[config.mk]
export PLATFORM = sky130hd
export DESIGN_NAME = trace_squeezer
export DESIGN_NICKNAME = d
export VERILOG_FILES = /design/src/rtl/tsq_pkg.sv /design/src/rtl/tsq_delta.sv /design/src/rtl/tsq_packer.sv /design/src/rtl/tsq_fill.sv /design/src/rtl/trace_squeezer.sv
export SDC_FILE = /design/constraint.sdc
export NUM_CORES = 1
export LEC_CHECK = 0
export ABC_CLOCK_PERIOD_IN_PS = 12210
export BUFFER_PORTS_ARGS = -buffer_cell sky130_fd_sc_hd__buf_4
export CORE_UTILIZATION = 61
export CTS_CLUSTER_SIZE = 14
export DETAILED_ROUTE_END_ITERATION = 10
export PLACE_DENSITY = 0.79
export SETUP_SLACK_MARGIN = 0.2
export SKIP_LAST_GASP = 1
export SYNTH_ARGS = -nofsm -noshare
export SYNTH_HDL_FRONTEND = slang
export SYNTH_HIERARCHICAL = 1
export SYNTH_SLANG_ARGS = --single-unit
[constraint.sdc]
create_clock -name clk -period 12.21 [get_ports clk]
set_input_delay 1.8315 -clock clk [delete_from_list [all_inputs] [get_ports clk]]
set_output_delay 1.8315 -clock clk [all_outputs]
set_load 0.005 [all_outputs]
[src/rtl/tsq_pkg.sv]
package tsq_pkg;
    typedef enum logic [1:0] {
        HDR_STEP = 2'b00,
        HDR_FULL = 2'b01,
        HDR_MODE = 2'b10,
        HDR_RSVD = 2'b11
    } hdr_e;
endpackage

[src/rtl/tsq_delta.sv]
module tsq_delta import tsq_pkg::*; #(
    parameter int VAL_W   = 32,
    parameter int STEP_W  = 8,
    parameter int LEN_W   = 8,
    localparam int PKT_W  = VAL_W + 2
) (
    input  logic             clk,
    input  logic             rst_n,
    input  logic             take,
    input  logic [VAL_W-1:0] cur,
    output logic [PKT_W-1:0] pkt,
    output logic [LEN_W-1:0] pkt_len
);
    logic [VAL_W-1:0] prev_d, prev_q;
    logic [VAL_W-1:0] diff;
    logic             fits;

    always_comb begin
        diff   = cur - prev_q;
        fits   = (&diff[VAL_W-1:STEP_W-1]) || ~(|diff[VAL_W-1:STEP_W-1]);
        prev_d = take ? cur : prev_q;
        if (fits) begin
            pkt     = {{(PKT_W-STEP_W-2){1'b0}}, diff[STEP_W-1:0], HDR_STEP};
            pkt_len = LEN_W'(STEP_W + 2);
        end else begin
            pkt     = {cur, HDR_FULL};
            pkt_len = LEN_W'(PKT_W);
        end
    end

    always_ff @(posedge clk or negedge rst_n) begin
        if (!rst_n) prev_q <= '0;
        else        prev_q <= prev_d;
    end

    // the reference value follows every record
    assert_prev_follows_R3: assert property (@(posedge clk) disable iff (!rst_n)
        take |=> prev_q == $past(cur));
    // a short step only when the change fits the signed step range
    assert_step_range_R2: assert property (@(posedge clk) disable iff (!rst_n)
        (take && pkt[1:0] == HDR_STEP) |=>
        ((prev_q - $past(prev_q)) + VAL_W'(2**(STEP_W-1))) < VAL_W'(2**STEP_W));
endmodule

[src/rtl/tsq_packer.sv]
module tsq_packer #(
    parameter int IN_W   = 74,
    parameter int LEN_W  = 8,
    parameter int WORD_W = 32,
    parameter int HOLD_W = 128
) (
    input  logic              clk,
    input  logic              rst_n,
    input  logic [IN_W-1:0]   in_bits,
    input  logic [LEN_W-1:0]  in_len,
    input  logic              in_flush,
    output logic              out_valid,
    output logic [WORD_W-1:0] out_word
);
    typedef struct packed {
        logic [HOLD_W-1:0] hold;
        logic [LEN_W-1:0]  cnt;
        logic              vld;
        logic [WORD_W-1:0] word;
    } pk_t;

    pk_t            s_d, s_q;
    logic [LEN_W:0] tot;
    logic [HOLD_W-1:0] merged;

    always_comb begin
        s_d     = s_q;
        s_d.vld = 1'b0;
        tot     = {1'b0, s_q.cnt} + {1'b0, in_len};
        merged  = s_q.hold | (HOLD_W'(in_bits) << s_q.cnt);
        if (tot >= (LEN_W+1)'(WORD_W) || (in_flush && tot != '0)) begin
            s_d.vld  = 1'b1;
            s_d.word = merged[WORD_W-1:0];
            merged   = merged >> WORD_W;
            tot      = (tot >= (LEN_W+1)'(WORD_W)) ? tot - (LEN_W+1)'(WORD_W) : '0;
        end
        s_d.hold = merged;
        s_d.cnt  = tot[LEN_W-1:0];
    end

    always_ff @(posedge clk or negedge rst_n) begin
        if (!rst_n) s_q <= '0;
        else        s_q <= s_d;
    end

    assign out_valid = s_q.vld;
    assign out_word  = s_q.word;

    // pending bits never exceed the holding register
    assert_no_overflow_R11: assert property (@(posedge clk) disable iff (!rst_n)
        ({1'b0, s_q.cnt} + {1'b0, in_len}) <= (LEN_W+1)'(HOLD_W));
    // a flush with a partial word pending writes it out
    assert_flush_drain_R6: assert property (@(posedge clk) disable iff (!rst_n)
        (in_flush && s_q.cnt != '0) |=> out_valid);
endmodule

[src/rtl/tsq_fill.sv]
module tsq_fill #(
    parameter int WORD_W = 32,
    parameter int DEPTH  = 64,
    localparam int AW    = $clog2(DEPTH)
) (
    input  logic              clk,
    input  logic              rst_n,
    input  logic              wr_valid,
    input  logic [WORD_W-1:0] wr_word,
    input  logic              clear,
    output logic              mem_we,
    output logic [AW-1:0]     mem_addr,
    output logic [WORD_W-1:0] mem_wdata,
    output logic              irq
);
    localparam logic [AW-1:0] LAST = AW'(DEPTH - 1);

    typedef struct packed {
        logic [AW-1:0] addr;
        logic          full;
    } fl_t;

    fl_t  s_d, s_q;
    logic at_last;

    always_comb begin
        mem_we    = wr_valid && !s_q.full;
        at_last   = s_q.addr == LAST;
        irq       = s_q.full || (mem_we && at_last);
        mem_addr  = s_q.addr;
        mem_wdata = wr_word;
        s_d       = s_q;
        if (clear) begin
            s_d = '0;
        end else if (mem_we) begin
            if (at_last) s_d.full = 1'b1;
            else         s_d.addr = s_q.addr + 1'b1;
        end
    end

    always_ff @(posedge clk or negedge rst_n) begin
        if (!rst_n) s_q <= '0;
        else        s_q <= s_d;
    end

    // consecutive writes go to consecutive addresses
    assert_addr_step_R7: assert property (@(posedge clk) disable iff (!rst_n)
        (mem_we && !clear && mem_addr != LAST) |=> mem_addr == $past(mem_addr) + 1'b1);
    // the interrupt holds until cleared, with no writes meanwhile
    assert_irq_hold_R8: assert property (@(posedge clk) disable iff (!rst_n)
        (irq && !clear) |=> (irq && !mem_we));
    // a clear restarts the counter
    assert_clear_restart_R9: assert property (@(posedge clk) disable iff (!rst_n)
        clear |=> mem_addr == '0);
endmodule

[src/rtl/trace_squeezer.sv]
module trace_squeezer import tsq_pkg::*; #(
    parameter int VAL_W   = 32,
    parameter int STEP_W  = 8,
    parameter int MODE_W  = 4,
    parameter int WORD_W  = 32,
    parameter int HOLD_W  = 128,
    parameter int DEPTH   = 64,
    localparam int AW     = $clog2(DEPTH)
) (
    input  logic              clk,
    input  logic              rst_n,
    input  logic              rec_valid,
    input  logic [VAL_W-1:0]  rec_addr,
    input  logic [VAL_W-1:0]  rec_data,
    input  logic [MODE_W-1:0] trace_mode,
    input  logic              flush_req,
    input  logic              irq_clear,
    output logic              mem_we,
    output logic [AW-1:0]     mem_addr,
    output logic [WORD_W-1:0] mem_wdata,
    output logic              irq_full
);
    localparam int NFIELD   = 2;
    localparam int PKT_W    = VAL_W + 2;
    localparam int MODE_LEN = MODE_W + 2;
    localparam int STEP_LEN = STEP_W + 2;
    localparam int REC_W    = MODE_LEN + NFIELD * PKT_W;
    localparam int LEN_W    = $clog2(HOLD_W + 1);

    typedef struct packed {
        logic [REC_W-1:0]  bits;
        logic [LEN_W-1:0]  len;
        logic              flush;
        logic [MODE_W-1:0] mode;
    } st_t;

    st_t              st_d, st_q;
    logic [VAL_W-1:0] fval [NFIELD];
    logic [PKT_W-1:0] fpkt [NFIELD];
    logic [LEN_W-1:0] flen [NFIELD];
    logic             pk_valid;
    logic [WORD_W-1:0] pk_word;

    assign fval[0] = rec_addr;
    assign fval[1] = rec_data;

    for (genvar g = 0; g < NFIELD; g++) begin : g_field
        tsq_delta #(.VAL_W(VAL_W), .STEP_W(STEP_W), .LEN_W(LEN_W)) u_delta (
            .clk(clk), .rst_n(rst_n), .take(rec_valid), .cur(fval[g]),
            .pkt(fpkt[g]), .pkt_len(flen[g])
        );
    end

    always_comb begin
        st_d       = st_q;
        st_d.bits  = '0;
        st_d.len   = '0;
        st_d.flush = flush_req;
        if (trace_mode != st_q.mode) begin
            st_d.bits = REC_W'({trace_mode, HDR_MODE});
            st_d.len  = LEN_W'(MODE_LEN);
            st_d.mode = trace_mode;
        end
        if (rec_valid) begin
            for (int f = 0; f < NFIELD; f++) begin
                st_d.bits = st_d.bits | (REC_W'(fpkt[f]) << st_d.len);
                st_d.len  = st_d.len + flen[f];
            end
        end
    end

    always_ff @(posedge clk or negedge rst_n) begin
        if (!rst_n) st_q <= '0;
        else        st_q <= st_d;
    end

    tsq_packer #(.IN_W(REC_W), .LEN_W(LEN_W), .WORD_W(WORD_W), .HOLD_W(HOLD_W)) u_pack (
        .clk(clk), .rst_n(rst_n), .in_bits(st_q.bits), .in_len(st_q.len),
        .in_flush(st_q.flush), .out_valid(pk_valid), .out_word(pk_word)
    );

    tsq_fill #(.WORD_W(WORD_W), .DEPTH(DEPTH)) u_fill (
        .clk(clk), .rst_n(rst_n), .wr_valid(pk_valid), .wr_word(pk_word),
        .clear(irq_clear), .mem_we(mem_we), .mem_addr(mem_addr),
        .mem_wdata(mem_wdata), .irq(irq_full)
    );

    // a changed mode is recorded first in the coded group
    assert_mode_first_R4: assert property (@(posedge clk) disable iff (!rst_n)
        (trace_mode != st_q.mode) |=> st_q.bits[1:0] == HDR_MODE);
    // a record yields at least two short packets
    assert_rec_len_R1: assert property (@(posedge clk) disable iff (!rst_n)
        rec_valid |=> st_q.len >= LEN_W'(NFIELD * STEP_LEN));
endmodule

Word-level counts from Yosys, hierarchy flattened
Cells that the tools add are included.
Storage, ports and cells
  bits in read-only memories: 0
  flip-flop bits (word level): 327
  bits in latches: 0
  output and inout bits: 40
  RAM bits: 0
  logic and storage cells: 62
  bits of input ports: 73
  memories kept: 0
Operators by class
  equality and inequality tests: 3
  multipliers: 0
  shift-type cells: 3
  magnitude comparators: 1
  div/mod/pow operators: 0
  mux-type cells: 14
  reduce and logical (&&, ||, !) cells: 17
  bitwise logic cells: 5
  $add $sub $neg: 7
Operator list (number)
  74-bit OR: 2
  34-bit by 8-bit left shift with 74-bit output: 2
  128-bit two-way mux: 1
  128-bit OR: 1
  74-bit by 8-bit left shift with 128-bit output: 1
  82-bit two-way mux: 1
  34-bit two-way mux: 2
  32-bit subtractor: 2
  25-bit AND reduction: 2
  25-bit OR reduction: 2
  33-bit two-way mux: 1
  6-bit two-way mux: 3
  8-bit adder: 2
  8-bit two-way mux: 2
  14-bit two-way mux: 1
  7-bit two-way mux: 2
  8-bit by 8-bit adder with 9-bit output: 1
  9-bit by 6-bit >= comparator with 1-bit output, second input constant: 1
  9-bit nonzero test: 1
  8-bit by 6-bit subtractor with 8-bit output, second input constant: 1
  6-bit by 1-bit adder with 6-bit output, second input constant: 1
  6-bit == test, second input constant: 1
  1-bit logical OR: 4
  4-bit inequality test: 1
  7 further kinds: 12

Logic depth before layout (Yosys ltp)
  word-level depth: 9
  depth in mapped cells: 28
  depth with buffers taken out: 22

By module
Netlist, hierarchy kept.
Modules (own cells, without submodules)
  tsq_packer: area an instance 13345.3 um^2, sequential area each 4229.1 um^2, instances 1, cells an instance 1275
  trace_squeezer: area an instance 6323.6 um^2, sequential area each 2177.1 um^2, instances 1, cells an instance 642
  tsq_delta (g_field[1].u_delta): area an instance 4204.0 um^2, sequential area each 800.8 um^2, instances 1, cells an instance 564
  tsq_delta (g_field[0].u_delta): area an instance 3529.6 um^2, sequential area each 800.8 um^2, instances 1, cells an instance 474
  tsq_fill: area an instance 715.7 um^2, sequential area each 175.2 um^2, instances 1, cells an instance 82

Least setup slack after synthesis
No wires, ideal clock.
  kind: in2reg
  start: input port rec_addr[0]
  end: register st_q[11] (netlist name)
  library setup time: 0.132 ns
  stages: 27
  data arrival time: 7.168 ns
  data required time: 12.078 ns
  buffers on the path: 6
  setup slack: 4.910 ns
  cell sequence: inv_1 -> ha_1 -> fa_1 -> nand2b_1 -> a21o_1 -> a211o_1 -> a2111o_1 -> nand2_1 -> xor2_1 -> or3_1 -> or4_1 -> o32a_1 -> buf_6 -> clkbuf_1 -> inv_2 -> buf_4 -> buf_2 -> xor2_4 -> inv_2 -> buf_2 -> buf_2 -> ha_1 -> a21oi_1 -> o21bai_1 -> a21oi_1 -> xor2_1 -> nor2_1
RTL lines
  start, declared: RTL line trace_squeezer.sv:13  | input logic [VAL_W-1:0] rec_addr,
  end signal, assigned: RTL line trace_squeezer.sv:74  | else st_q <= st_d;
  end, declared: RTL line trace_squeezer.sv:37  | st_t st_d, st_q;

==> impl_metrics.py <==
metrics = {
    "timing": {
        "rsz0062_at_grt": "no",
        "fmax_mhz": 135,
        "whs_ns": 0.458,
        "relSlewSlack_pct": 20.5,
        "min_period_ns": 7.42,
        "maxSlewViolCount": 0,
        "worst_slack_ns": 4.79,
        "hold_viol": 0,
        "clock_skew_ns": 0.0388,
        "setup_viol": 0,
        "fin_crit_sh_pct": 60.8,
        "worstMarginPinSlew_ns": 1.19,
        "tns_ns": 0,
    },
    "logic_synthesis": {
        "seq_area_frac_synth_pct": 29.1,
        "synth_top_family_by_area": "multiplexers",
        "ys_async_sr_fraction_pct": 100,
        "post_synth_num_cell_types": 122,
        "synth_compound_area_share_pct": 17.9,
        "synth-adder-area-share_pct": 3.92,
        "synth_edf_count": 0,
        "synth.avg_cell_area_um2": 9.26,
        "ys.flop_type": "dfrtp_1",
        "synth_cells": 3037,
        "ys_ff_latch": 327,
        "netlist_area_um2": 28100,
        "synth_xor_area_share_pct": 2.06,
        "ys_warn_count": 6,
        "synthSimpleGateAreaFrac_pct": 15.1,
        "muxShareOfSynthArea_pct": 24.1,
    },
    "clock_network": {
        "htree_levels": 2,
        "cts_made_buffers": 39,
        "cts_buffer_depth": 3,
        "postCtsHoldBufs": 0,
        "clk_latency_ns": 0.60,
        "ctsResizeCount": 0,
        "cts_setup_buffers": 0,
        "path_clk_slew_ns": 0.06,
        "cts_root_buffer": "clkbuf_16",
        "cts_tree": "built",
        "cts_num_sinks": 327,
    },
    "pwr": {
        "share_comb_of_total_power_pct": 58.3,
        "leakage_nw": 13.0,
        "powerDensity_nw_per_um2": 219,
        "power.total_mw": 6.52,
        "power.net_switching_mw": 3.01,
        "p_clk_share_pct": 19.4,
        "p_int_mw": 3.52,
        "pwr-share-seq_pct": 22.3,
        "ir_drop_mv": 0.149,
        "swShare_pct": 46.1,
    },
    "critical_path": {
        "max_stage_delay_ns": 0.69,
        "arrival_ns": 7.84,
        "cp_slowest_cell": "xor2_2",
        "crit_chain": "buf_4 -> inv_1 -> ha_1 -> fa_1 -> nand2b_1 -> a21o_1 -> a211o_1 -> a2111o_1 -> nand2_1 -> xor2_1 -> or3_1 -> or4_1 -> o32a_1 -> buf_4 -> xor2_2 -> inv_1 -> nor3_1 -> buf_4 -> nand2_1 -> o32ai_1",
        "critical-path-top-delay-family": "compound AO/OA/AOI/OAI gates",
        "startpoint_type": "input port",
        "critical_path.most_common_cell": "buf_4",
        "path_class": "input port to register",
        "worstPathRequired_ns": 12.63,
        "crit_fanout": 38,
        "path_buf_inv": 5,
        "worstSetupEndpointType": "register",
    },
    "place": {
        "hpwl_mm": 67.1,
        "io_buffers": 112,
        "place_ws_ns": 4.32,
        "place_congestion": 1.02,
    },
    "global_routing": {
        "grt_pass1_vias": 23800,
        "grt_overflow_total": 0,
        "grt_pass1_wl_mm": 139,
        "grt_max_degree": 166,
        "grt_use_total_pct": 38.1,
        "antenna_found_initial": 1,
    },
    "route": {
        "firstDrtPassIters": 6,
        "vias": 24500,
        "maxUsedRoutingLayer": "met4",
        "routed_via_density": 6.87,
        "ant_nets": 0,
        "wire_per_inst_um": 25.2,
        "drt-initial-drc-count": 2631,
        "route.met2.wl_mm": 42.5,
        "dr_wl_met3_mm": 5.62,
        "met1_length_mm": 35.5,
        "drc": 0,
        "wl_mm": 89.9,
    },
    "final_layout": {
        "drive_above_1_share_pct": 17.1,
        "final_common_cell": "dfrtp_1",
        "n_fill_cell": 3611,
        "regArea_um2": 8190,
        "antennaDiodeCount": 0,
        "multiInputGateArea_um2": 17800,
        "nets": 3098,
        "area_growth_pct": 5.81,
        "final_cell_mix": "dfrtp_1 (325), nand2_1 (261), mux2i_1 (255)",
    },
    "die": {
        "start_util_pct": 62.0,
        "die_h_um": 217,
        "row_count": 78,
        "dieArea_um2": 47000,
        "die_w_um": 217,
        "io_pins": 113,
        "core_um2": 45400,
    },
    "outcome": {
        "status": "completed",
    },
    "min_path": {
        "hold_class": "register to register",
    },
    "run": {
        "cap_violations": 0,
    },
}
[synthesized netlist by cell type (22+ instances only)]
master	number	area, um2
xnor2_1	37	324
o22ai_1	51	319
mux2i_1	255	2550
nor2_1	238	893
nand2b_1	22	138
inv_1	127	477
clkbuf_1	106	398
nand3_1	55	275
nor3_1	63	315
nand2_1	261	980
dfrtp_1	327	8180
a21oi_1	171	856
and2_1	69	432
mux4_2	105	2360
xor2_1	24	210
a211oi_1	31	233
mux2_2	112	1260
buf_4	92	691
o211ai_1	26	195
a21o_1	30	225
nand4_1	31	194
buf_2	62	310
ha_1	80	1000
o21ai_1	22	110
a31oi_1	29	181
o21ai_0	141	706
[metal layers]
| layer | vias to the layer above | global-route usage (%) |
|---|---|---|
| met4 | 0 | 24.8 |
| met3 | 280 | 4.28 |
| met2 | 1191 | 61.4 |
| met1 | 12100 | 48.9 |
| li1 | 11000 | - |
| met5 | - | 0 |
[final cells by class]
cell class                 instances  area share (%)
clock inverter                    23            1.07
multi-input combinational       2288            59.8
inverter                         138            1.74
tap                              600            2.52
sequential                       327            27.5
timing repair buffer             146            3.78
clock buffer                      49            3.57
[final timing paths]
| path | cells after the start | startpoint | to | slack, ns |
|---|---|---|---|---|
| max | 20 | rec_addr[0] | st_q[73]$_DFF_PN0_ | 4.79 |
| min | 1 | st_q[4]$_DFF_PN0_ | u_pack/s_q[35]$_DFF_PN0_ | 0.46 |
| max reg2reg | 18 | g_field[0].u_delta/prev_q[0]$_DFFE_PN0P_ | st_q[73]$_DFF_PN0_ | 5.80 |
| min reg2reg | 1 | st_q[4]$_DFF_PN0_ | u_pack/s_q[35]$_DFF_PN0_ | 0.46 |
| max in group asynchronous | 2 | rst_n | u_pack/out_word[16]$_DFFE_PN0P_ | 9.48 |
| min in group asynchronous | 1 | rst_n | u_fill/mem_addr[3]$_DFFE_PN0P_ | 1.23 |
[power by group through the flow]
stage          registers [mW]  clock network [mW]  logic, mW
2_1_floorplan            1.40                   0       2.84
3_3_place_gp             1.46                   0       3.59
3_5_place_dp             1.47                   0       3.68
4_1_cts                  1.46                1.28       3.71
5_1_grt                  1.48                1.32       4.02
6_report                 1.46                1.26       3.80
[cells by family after synthesis]
family	count (synthesis)
simple gates	880
compound gates	742
mux	504
buf+inv	432
flops	327
fa+ha+maj	85
xor+xnor	63
other cells	4
[flip-flops by register name, indices dropped and copies added (netlist names)]
signal,flops
u_pack/s_q,136
st_q,87
g_field.u_delta/prev_q,64
u_pack/out_word,32
u_fill/mem_addr,6
u_fill/s_q,1
u_pack/out_valid,1
[stage by stage]
stage	cell area (um2)	instances	utilization (%)
global placement	28400	3498	62.5
CTS	29700	3570	65.5
global route	29800	3571	65.6
finish	29800	3571	65.6
floorplan	28200	3047	-
detailed placement	28400	3498	62.5
No activity file was read; power rests on OpenSTA's default activity.
